$ cat src/rtl/serirq_host_pkg.sv
package serirq_host_pkg;

   localparam int MIN_LOW        = 4;
   localparam int MAX_LOW        = 8;
   localparam int STOP_QUIET_LEN = 2;
   localparam int STOP_CONT_LEN  = 3;
   localparam int FRAME_PHASES   = 3;

   typedef enum logic [2:0] {
      ST_IDLE,
      ST_START,
      ST_START_HI,
      ST_FRAME,
      ST_STOP,
      ST_STOP_HI,
      ST_GAP
   } sirq_state_e;

endpackage

$ cat src/rtl/serirq_width_clamp.sv
module serirq_width_clamp #(
   parameter int WSEL_W  = 3,
   parameter int CNT_W   = 4,
   parameter int MIN_LOW = 4,
   parameter int MAX_LOW = 8
) (
   input  logic [WSEL_W-1:0] width_sel,
   output logic [CNT_W-1:0]  total_low
);

   localparam int RAW_MAX = (1 << WSEL_W) - 1 + MIN_LOW;

   if ((1 << CNT_W) <= MAX_LOW) begin : g_bad_cnt
      $error("serirq_width_clamp: CNT_W cannot hold MAX_LOW");
   end
   if (MIN_LOW > MAX_LOW) begin : g_bad_range
      $error("serirq_width_clamp: MIN_LOW above MAX_LOW");
   end

   if (RAW_MAX <= MAX_LOW) begin : g_direct
      assign total_low = CNT_W'(width_sel) + CNT_W'(MIN_LOW);
   end else begin : g_clamp
      always_comb begin
         if (int'(width_sel) + MIN_LOW > MAX_LOW)
            total_low = CNT_W'(MAX_LOW);
         else
            total_low = CNT_W'(width_sel) + CNT_W'(MIN_LOW);
      end
   end

endmodule

$ cat src/rtl/serirq_frame_clamp.sv
module serirq_frame_clamp #(
   parameter int NFRAMES = 8,
   parameter int FCW     = 4,
   parameter int IDX_W   = 3
) (
   input  logic [FCW-1:0]   frame_cnt,
   output logic [IDX_W-1:0] last_idx
);

   if ((1 << FCW) <= NFRAMES) begin : g_bad_fcw
      $error("serirq_frame_clamp: FCW too narrow for NFRAMES");
   end

   always_comb begin
      if (frame_cnt == '0)
         last_idx = '0;
      else if (int'(frame_cnt) >= NFRAMES)
         last_idx = IDX_W'(NFRAMES - 1);
      else
         last_idx = IDX_W'(frame_cnt - FCW'(1));
   end

endmodule

$ cat src/rtl/serirq_capture.sv
module serirq_capture #(
   parameter int NFRAMES = 8,
   parameter int IDX_W   = 3
) (
   input  logic               clk,
   input  logic               rst_n,
   input  logic               clear,
   input  logic               sample_en,
   input  logic [IDX_W-1:0]   idx,
   input  logic               level,
   input  logic               commit,
   output logic [NFRAMES-1:0] irq_vec
);

   logic [NFRAMES-1:0] shadow;

   for (genvar i = 0; i < NFRAMES; i++) begin : g_bit
      logic bit_q;
      always_ff @(posedge clk) begin
         if (!rst_n)
            bit_q <= 1'b1;
         else if (clear)
            bit_q <= 1'b1;
         else if (sample_en && (idx == IDX_W'(i)))
            bit_q <= level;
      end
      assign shadow[i] = bit_q;
   end

   always_ff @(posedge clk) begin
      if (!rst_n)
         irq_vec <= '1;
      else if (commit)
         irq_vec <= shadow;
   end

   // the visible vector moves only on a commit
   p_vec_hold_r7: assert property (@(posedge clk) disable iff (!rst_n)
      !commit |=> $stable(irq_vec));

   // a clear never coincides with sampling or commit
   p_clear_alone_r6: assert property (@(posedge clk) disable iff (!rst_n)
      clear |-> (!sample_en && !commit));

endmodule

$ cat src/rtl/serirq_host_ctrl.sv
module serirq_host_ctrl
   import serirq_host_pkg::*;
#(
   parameter int NFRAMES  = 8,
   parameter int WSEL_W   = 3,
   parameter int GAP_CLKS = 2,
   parameter int FCW      = $clog2(NFRAMES + 1)
) (
   input  logic               clk,
   input  logic               rst_n,
   input  logic               line_in,
   input  logic               quiet_req,
   input  logic [WSEL_W-1:0]  width_sel,
   input  logic [FCW-1:0]     frame_cnt,
   output logic               drive_low,
   output logic               drive_high,
   output logic [NFRAMES-1:0] irq_vec
);

   localparam int LOW_W = 4;
   localparam int GAP_W = $clog2(GAP_CLKS + 1);
   localparam int CW    = (GAP_W > LOW_W) ? GAP_W : LOW_W;
   localparam int IDX_W = (NFRAMES > 1) ? $clog2(NFRAMES) : 1;
   localparam int RUN_W = LOW_W + 1;

   if (NFRAMES < 1) begin : g_bad_frames
      $error("serirq_host_ctrl: NFRAMES must be at least 1");
   end
   if (GAP_CLKS < 1) begin : g_bad_gap
      $error("serirq_host_ctrl: GAP_CLKS must be at least 1");
   end
   if (WSEL_W < 1) begin : g_bad_wsel
      $error("serirq_host_ctrl: WSEL_W must be at least 1");
   end

   sirq_state_e       state;
   logic [CW-1:0]     cnt;
   logic [IDX_W-1:0]  idx;
   logic [1:0]        phase;
   logic              quiet_mode;
   logic [LOW_W-1:0]  total_low;
   logic [IDX_W-1:0]  last_idx;
   logic              last_turn;
   logic              sample_en;
   logic              clear_shadow;

   serirq_width_clamp #(
      .WSEL_W  (WSEL_W),
      .CNT_W   (LOW_W),
      .MIN_LOW (MIN_LOW),
      .MAX_LOW (MAX_LOW)
   ) i_width (
      .width_sel (width_sel),
      .total_low (total_low)
   );

   serirq_frame_clamp #(
      .NFRAMES (NFRAMES),
      .FCW     (FCW),
      .IDX_W   (IDX_W)
   ) i_frames (
      .frame_cnt (frame_cnt),
      .last_idx  (last_idx)
   );

   assign last_turn    = (state == ST_FRAME) && (phase == 2'd2) && (idx == last_idx);
   assign sample_en    = (state == ST_FRAME) && (phase == 2'd0);
   assign clear_shadow = (state == ST_START_HI);

   serirq_capture #(
      .NFRAMES (NFRAMES),
      .IDX_W   (IDX_W)
   ) i_capture (
      .clk       (clk),
      .rst_n     (rst_n),
      .clear     (clear_shadow),
      .sample_en (sample_en),
      .idx       (idx),
      .level     (line_in),
      .commit    (last_turn),
      .irq_vec   (irq_vec)
   );

   always_ff @(posedge clk) begin
      if (!rst_n) begin
         state      <= ST_IDLE;
         cnt        <= '0;
         idx        <= '0;
         phase      <= 2'd0;
         quiet_mode <= 1'b0;
      end else begin
         unique case (state)
            ST_IDLE: begin
               if (!quiet_mode) begin
                  state <= ST_START;
                  cnt   <= CW'(total_low) - CW'(1);
               end else if (!line_in) begin
                  state <= ST_START;
                  cnt   <= CW'(total_low) - CW'(2);
               end
            end
            ST_START: begin
               if (cnt == '0) state <= ST_START_HI;
               else           cnt   <= cnt - CW'(1);
            end
            ST_START_HI: begin
               state <= ST_FRAME;
               idx   <= '0;
               phase <= 2'd0;
            end
            ST_FRAME: begin
               if (phase == 2'(FRAME_PHASES - 1)) begin
                  phase <= 2'd0;
                  if (idx == last_idx) begin
                     state      <= ST_STOP;
                     quiet_mode <= quiet_req;
                     cnt        <= quiet_req ? CW'(STOP_QUIET_LEN - 1)
                                             : CW'(STOP_CONT_LEN - 1);
                  end else begin
                     idx <= idx + IDX_W'(1);
                  end
               end else begin
                  phase <= phase + 2'd1;
               end
            end
            ST_STOP: begin
               if (cnt == '0) state <= ST_STOP_HI;
               else           cnt   <= cnt - CW'(1);
            end
            ST_STOP_HI: begin
               state <= ST_GAP;
               cnt   <= CW'(GAP_CLKS - 1);
            end
            ST_GAP: begin
               if (cnt == '0) state <= ST_IDLE;
               else           cnt   <= cnt - CW'(1);
            end
            default: state <= ST_IDLE;
         endcase
      end
   end

   assign drive_low  = (state == ST_START) || (state == ST_STOP);
   assign drive_high = (state == ST_START_HI) || (state == ST_STOP_HI);

   // run length of the low drive, used only by the checks below
   logic [RUN_W-1:0] low_run;
   always_ff @(posedge clk) begin
      if (!rst_n)
         low_run <= '0;
      else if (drive_low && (low_run != '1))
         low_run <= low_run + RUN_W'(1);
      else if (!drive_low)
         low_run <= '0;
   end

   // no low pulse outlasts the widest start
   p_low_max_r2: assert property (@(posedge clk) disable iff (!rst_n)
      drive_low |-> (low_run < RUN_W'(MAX_LOW)));

   // a peripheral start seen in quiet idle is taken over next clock
   p_quiet_take_r3: assert property (@(posedge clk) disable iff (!rst_n)
      (state == ST_IDLE && quiet_mode && !line_in) |=> drive_low);

   // a high drive lasts one clock and is followed by release
   p_high_once_r4: assert property (@(posedge clk) disable iff (!rst_n)
      drive_high |=> (!drive_high && !drive_low));

   // continuous idle always launches a start
   p_cont_launch_r9: assert property (@(posedge clk) disable iff (!rst_n)
      (state == ST_IDLE && !quiet_mode) |=> drive_low);

   // quiet idle with a high line stays silent
   p_quiet_silent_r10: assert property (@(posedge clk) disable iff (!rst_n)
      (state == ST_IDLE && quiet_mode && line_in) |=> (!drive_low && !drive_high));

endmodule

$ cat config.mk
export PLATFORM = sky130hd
export DESIGN_NAME = serirq_host_ctrl
export DESIGN_NICKNAME = d
export VERILOG_FILES = /design/src/rtl/serirq_host_pkg.sv /design/src/rtl/serirq_width_clamp.sv /design/src/rtl/serirq_frame_clamp.sv /design/src/rtl/serirq_capture.sv /design/src/rtl/serirq_host_ctrl.sv
export SDC_FILE = /design/constraint.sdc
export NUM_CORES = 1
export LEC_CHECK = 0
export BUFFER_PORTS_ARGS = -buffer_cell sky130_fd_sc_hd__buf_4
export CORE_MARGIN = 5
export CORE_UTILIZATION = 40
export CTS_CLUSTER_SIZE = 20
export DETAILED_ROUTE_END_ITERATION = 10
export MAX_ROUTING_LAYER = met4
export PLACE_DENSITY_LB_ADDON = 0.05
export SLEW_MARGIN = 15
export SYNTH_ARGS = -nofsm -noshare
export SYNTH_HDL_FRONTEND = slang
export SYNTH_HIERARCHICAL = 1
export SYNTH_SLANG_ARGS = --single-unit
$ cat constraint.sdc
create_clock -name clk -period 2.3 [get_ports clk]
set_input_delay 0.345 -clock clk [delete_from_list [all_inputs] [get_ports clk]]
set_output_delay 0.345 -clock clk [all_outputs]
set_load 0.02 [all_outputs]
Word-level counts from Yosys, hierarchy flattened --
Cells that the tools add are included.
Storage, ports and cells: bits of input ports 11, word-level logic and storage cells 97, output and inout port bits 10, register bits 29
Cells by class: reduce and logical (&&, ||, !) cells 26, $lt $le $gt $ge 2, $add $sub $neg 8, multiplexer cells 23, bitwise logic cells 1, eq/ne operators 23
Operator list (number):
- $mux W3 | 11
- $gt A32 B5 Y1 const B | 1
- $mux W4 | 6
- $eq A3 B3 Y1 const B | 7
- $pmux W3 S7 | 1
- $pmux W4 S4 | 1
- $eq A3 B2 Y1 const B | 4
- $logic_and A1 B1 Y1 | 11
- $ne A2 B2 Y1 const B | 5
- $add A3 B3 Y4 const B | 2
- $logic_not A4 Y1 | 2
- $sub A4 B1 Y4 const B | 2
- $eq A3 B1 Y1 const B | 2
- $logic_not A3 Y1 | 2
- $pmux W3 S2 | 1
- $reduce_and A3 Y1 | 2
- $reduce_and A6 Y1 | 1
- $reduce_and A5 Y1 | 1
- $ge A4 B4 Y1 const B | 1
- $mux W2 | 2
- $ne A2 B1 Y1 const B | 2
- $pmux W2 S2 | 1
- $reduce_bool A4 Y1 | 1
- $sub A4 B2 Y4 const B | 1
- other kinds (12) | 13

Longest topological paths before layout --
depth in word-level cells 7, depth in mapped cells 10, depth with buffers taken out 9

Hierarchy --
The synthesis kept the hierarchy.
Modules (own cells, without submodules):
- serirq_host_ctrl | sequential area each 260.2 µm², times used 1, area each 1011.0 µm², cells each 124
- serirq_capture | sequential area each 320.3 µm², times used 1, area each 691.9 µm², cells each 60
- serirq_frame_clamp | sequential area each 0.0 µm², times used 1, area each 67.6 µm², cells each 8
- serirq_width_clamp | sequential area each 0.0 µm², times used 1, area each 20.0 µm², cells each 4

Worst setup path before layout --
OpenSTA, ideal clock, no wires.
path kind in2reg, from input frame_cnt[0], to register cnt[0], path buffers 0, stages 9, path slack 0.420 ns, arrival 1.756 ns, cells stage by stage inv_1 ha_1 nor2b_4 o21bai_2 xnor2_1 nand4_1 a211oi_2 mux2i_1 nor2_1
Between the ends: word-level cells in the longest chain between the ends 6, elaborated cells between the ends (all ways) 8, classes of those cells add/sub: 1; order compare: 1; eq/ne: 2; mux: 2; reduce/logical: 2
Ends and longest elaborated chain:
- start, declared | RTL line serirq_host_ctrl.sv:14 | input logic [FCW-1:0] frame_cnt,
- $ge A4 B4 Y1 or $sub A3 B1 Y3 (tied branches) | RTL line serirq_frame_clamp.sv:17, serirq_frame_clamp.sv:20
- $mux W3 | RTL line serirq_frame_clamp.sv:17 | else if (int'(frame_cnt) >= NFRAMES)
- $mux W3 * | RTL line serirq_frame_clamp.sv:15 | if (frame_cnt == '0)
- via last_idx[0] | RTL line serirq_host_ctrl.sv:42 | logic [IDX_W-1:0] last_idx;
- $eq A3 B3 Y1 * | RTL line serirq_host_ctrl.sv:114 | if (idx == last_idx) begin
- $ne A2 B1 Y1 (no source line) *
- $reduce_and A5 Y1 (no source line) *
- end signal, assigned | RTL line serirq_host_ctrl.sv:117 | cnt <= quiet_req ? CW'(STOP_QUIET_LEN - 1)
- end signal, assigned | RTL line serirq_host_ctrl.sv:128 | else cnt <= cnt - CW'(1);
- end signal, assigned | RTL line serirq_host_ctrl.sv:132 | cnt <= CW'(GAP_CLKS - 1);
- end, declared | RTL line serirq_host_ctrl.sv:37 | logic [CW-1:0] cnt;
Mark *: on every way through the listed nets, which the timed path passes. The rest lies on a longest branch. A chain may end at the register's enable or synchronous reset.

Worst setup path after layout --
from input frame_cnt[0], to register cnt[1]
Same word-level chain as after synthesis.

==> results.json <==
{
  "path_class": "input pin to flip-flop",
  "min_delay_worst_endpoint": "quiet_mode",
  "yosys_register_bits": 29,
  "hold_start": "quiet_req",
  "drc": 0,
  "grt_max_degree": 22,
  "antenna_found_initial": 0,
  "max_freq_mhz": 526.4,
  "endpoint_kind": "flip-flop",
  "ios": 21,
  "vias": 1463,
  "relSlewSlack_pct": 69.73,
  "cts_tree": "done",
  "routed_wl_mm": 3.668,
  "layout.nets": 237,
  "drive_gt1_share_pct": 21.82,
  "period_share_pct": 82.59,
  "worstRegToRegCells": 5,
  "r2r-start": "idx[0]",
  "holdBufCountCts": 0,
  "start_util_pct": 41.12,
  "avgSynthCellArea_sq_um": 9.135,
  "crit_required_ns": 2.49,
  "post_cts_buffers": 0,
  "powerDensity_nw_per_um2": 795.8,
  "min_path_cells": 3,
  "p_leak_nw": 0.7963,
  "path_cells": "buf_4 > inv_1 > ha_1 > nor2b_4 > o21bai_2 > xnor2_1 > nand4_1 > a211oi_2 > nor2_1 > a311oi_1",
  "ys_warn_count": 6,
  "hold_viol": 0,
  "seq_area_frac_synth_pct": 32.42,
  "r2r_end": "cnt[1]",
  "hold_class": "input pin to flip-flop",
  "path_max_fanout": 6,
  "cts_max_level": 2,
  "postRouteAntennaNets": 0,
  "reg2reg_slack_ns": 0.44,
  "startpoint_type": "input pin",
  "numCtsBuffers": 5,
  "grt_pass1_vias": 1370,
  "synth-async-reset-ratio_pct": 0,
  "synth_ff_type": "dfxtp_1",
  "rows": 24,
  "slowest_stage": "a211oi_2",
  "insertedDiodeCount": 0,
  "die_h_um": 76.91,
  "synth_area_sq_um": 1790,
  "arrival_ns": 2.09,
  "final_cell_mix": "dfxtp_1, buf_4, mux2i_1, nand2_1",
  "drtIter0Drc": 112,
  "status": "complete, no violations",
  "place_inst": 264,
  "syn_inst": 196,
  "rsz0062_at_grt": "no",
  "syn-num-nets": 214,
  "insertion_delay_ns": 0.28,
  "cts_root_buf": "clkbuf_8",
  "synth_enable_flop_cells": 0,
  "slowest_delay_ns": 0.45,
  "skew_ns": 0.008620,
  "cts.clk_slew.worst_paths_ns": 0.07,
  "core_area_sq_um": 4354,
  "portBuffers": 20,
  "final_common_cell": "dfxtp_1",
  "syn_to_final_growth_pct": 15.79,
  "synth.distinct_cells": 50,
  "grt_overflow": 0,
  "tightest_slew_ns": 0.4480,
  "setup_viol": 0,
  "ir_drop_mv": 0.3422,
  "cts-resized-gates": 0,
  "cts.path.max_buffers": 2,
  "gp_congestion": 0.8413,
  "maxCapViolCount": 0,
  "die_area_sq_um": 5914,
  "final.setup.tns_ns": 0,
  "hpwl_mm": 2.756,
  "maxSlewViolCount": 0,
  "grt_usage_pct": 13.41,
  "cts.sinks": 29,
  "dieWidth_um": 76.91,
  "routedWlPerCell_um": 13.49,
  "stdcell_count": 272,
  "post-route-min-period_ns": 1.900,
  "grt_pass1_wl_mm": 6.382,
  "first_pass_iters": 4,
  "via_per_inst": 5.379
}
## routing by layer
layer / track usage, % / wire length (um) / up-vias
li1: - / - / 739
met1: 17.60 / 1728 / 675
met2: 19.19 / 1673 / 39
met3: 3.864 / 184 / 10
met4: 5.594 / 82 / 0
met5: - / 0 / -
## area by class of cell
cell class	instances	area, sq um
Tap cell	52	65.06
Multi-Input combinational cell	146	1116
Fill cell	408	2281
Timing Repair Buffer	24	180.2
Clock inverter	2	10.01
Inverter	13	48.80
Clock buffer	6	72.57
Sequential cell	29	580.6
## metrics by stage
stage	cell area [sq um]	hold slack, ns	utilization [%]	power [mW]	worst slack (ns)
after floorplan	1790	0.4450	-	1.120	0.4203
after detailed placement	1991	0.4657	45.72	1.260	0.1264
final	2073	0.3339	47.61	1.650	0.4003
after global placement	1991	0.4534	45.72	1.248	0.1793
after global routing	2073	0.3317	47.61	1.775	0.2198
after CTS	2073	0.3298	47.61	1.671	0.4173
## worst max path at each step
stage	startpoint	endpoint	slack, ns
2_1_floorplan	frame_cnt[0]	cnt[0]	0.42
3_3_place_gp	frame_cnt[0]	cnt[0]	0.18
3_5_place_dp	frame_cnt[0]	cnt[1]	0.13
4_1_cts	frame_cnt[0]	cnt[1]	0.42
5_1_grt	state[2]	i_capture/g_bit[0].bit_q	0.22
6_report	frame_cnt[0]	cnt[1]	0.40
## state kept, by name (all words and copies together), names as in the netlist
register / count
cnt: 4
i_capture/g_bit.bit_q: 8
i_capture/irq_vec: 8
idx: 3
phase: 2
quiet_mode: 1
state: 3
## power by group
part / leakage, nW / total [mW] / internal, mW / switching [mW]
clock network: 0.0450 / 0.402 / 0.209 / 0.193
registers: 0.236 / 0.613 / 0.554 / 0.0595
logic: 0.515 / 0.634 / 0.294 / 0.340
## cell usage after synthesis, types with 3 or more instances
cell type | number | share of area (%)
ha_1 | 7 | 4.9
mux2i_1 | 19 | 11
and4bb_2 | 3 | 2.1
inv_1 | 12 | 2.5
nand2_1 | 18 | 3.8
nor2_1 | 12 | 2.5
nor3b_1 | 9 | 3.8
dfxtp_1 | 29 | 32
o21ai_1 | 3 | 0.84
nand4b_1 | 4 | 2.0
clkbuf_1 | 3 | 0.63
xnor2_1 | 7 | 3.4
o21ai_0 | 4 | 1.1
nand2b_1 | 6 | 2.1
a21oi_1 | 9 | 2.5
buf_2 | 3 | 0.84
nor2b_1 | 6 | 2.1
## critical path: cells and delay by family
| kind | cells | cell delay, ns |
|---|---|---|
| and+or+nand+nor | 3 | 0.47 |
| xor gates and xnor gates | 1 | 0.19 |
| buffers and inverters | 2 | 0.17 |
| adders and majority gates | 1 | 0.16 |
| AOI/OAI and AO/OA | 3 | 0.76 |
## kinds of logic (layout without fill, tap and decap cells)
logic type               Yosys count  count (layout)  share of synthesized area [%]
XOR/XNOR                           8               8                          3.914
AO/OA/AOI/OAI                     33              33                          13.98
multiplexers                      21              21                          12.51
buffers and inverters             21              45                          5.241
adder cells (fa/ha/maj)            7               7                          4.891
AND/OR/NAND/NOR                   77              77                          27.04
flip-flops                        29              29                          32.43
(Power assumes the default switching activity.)
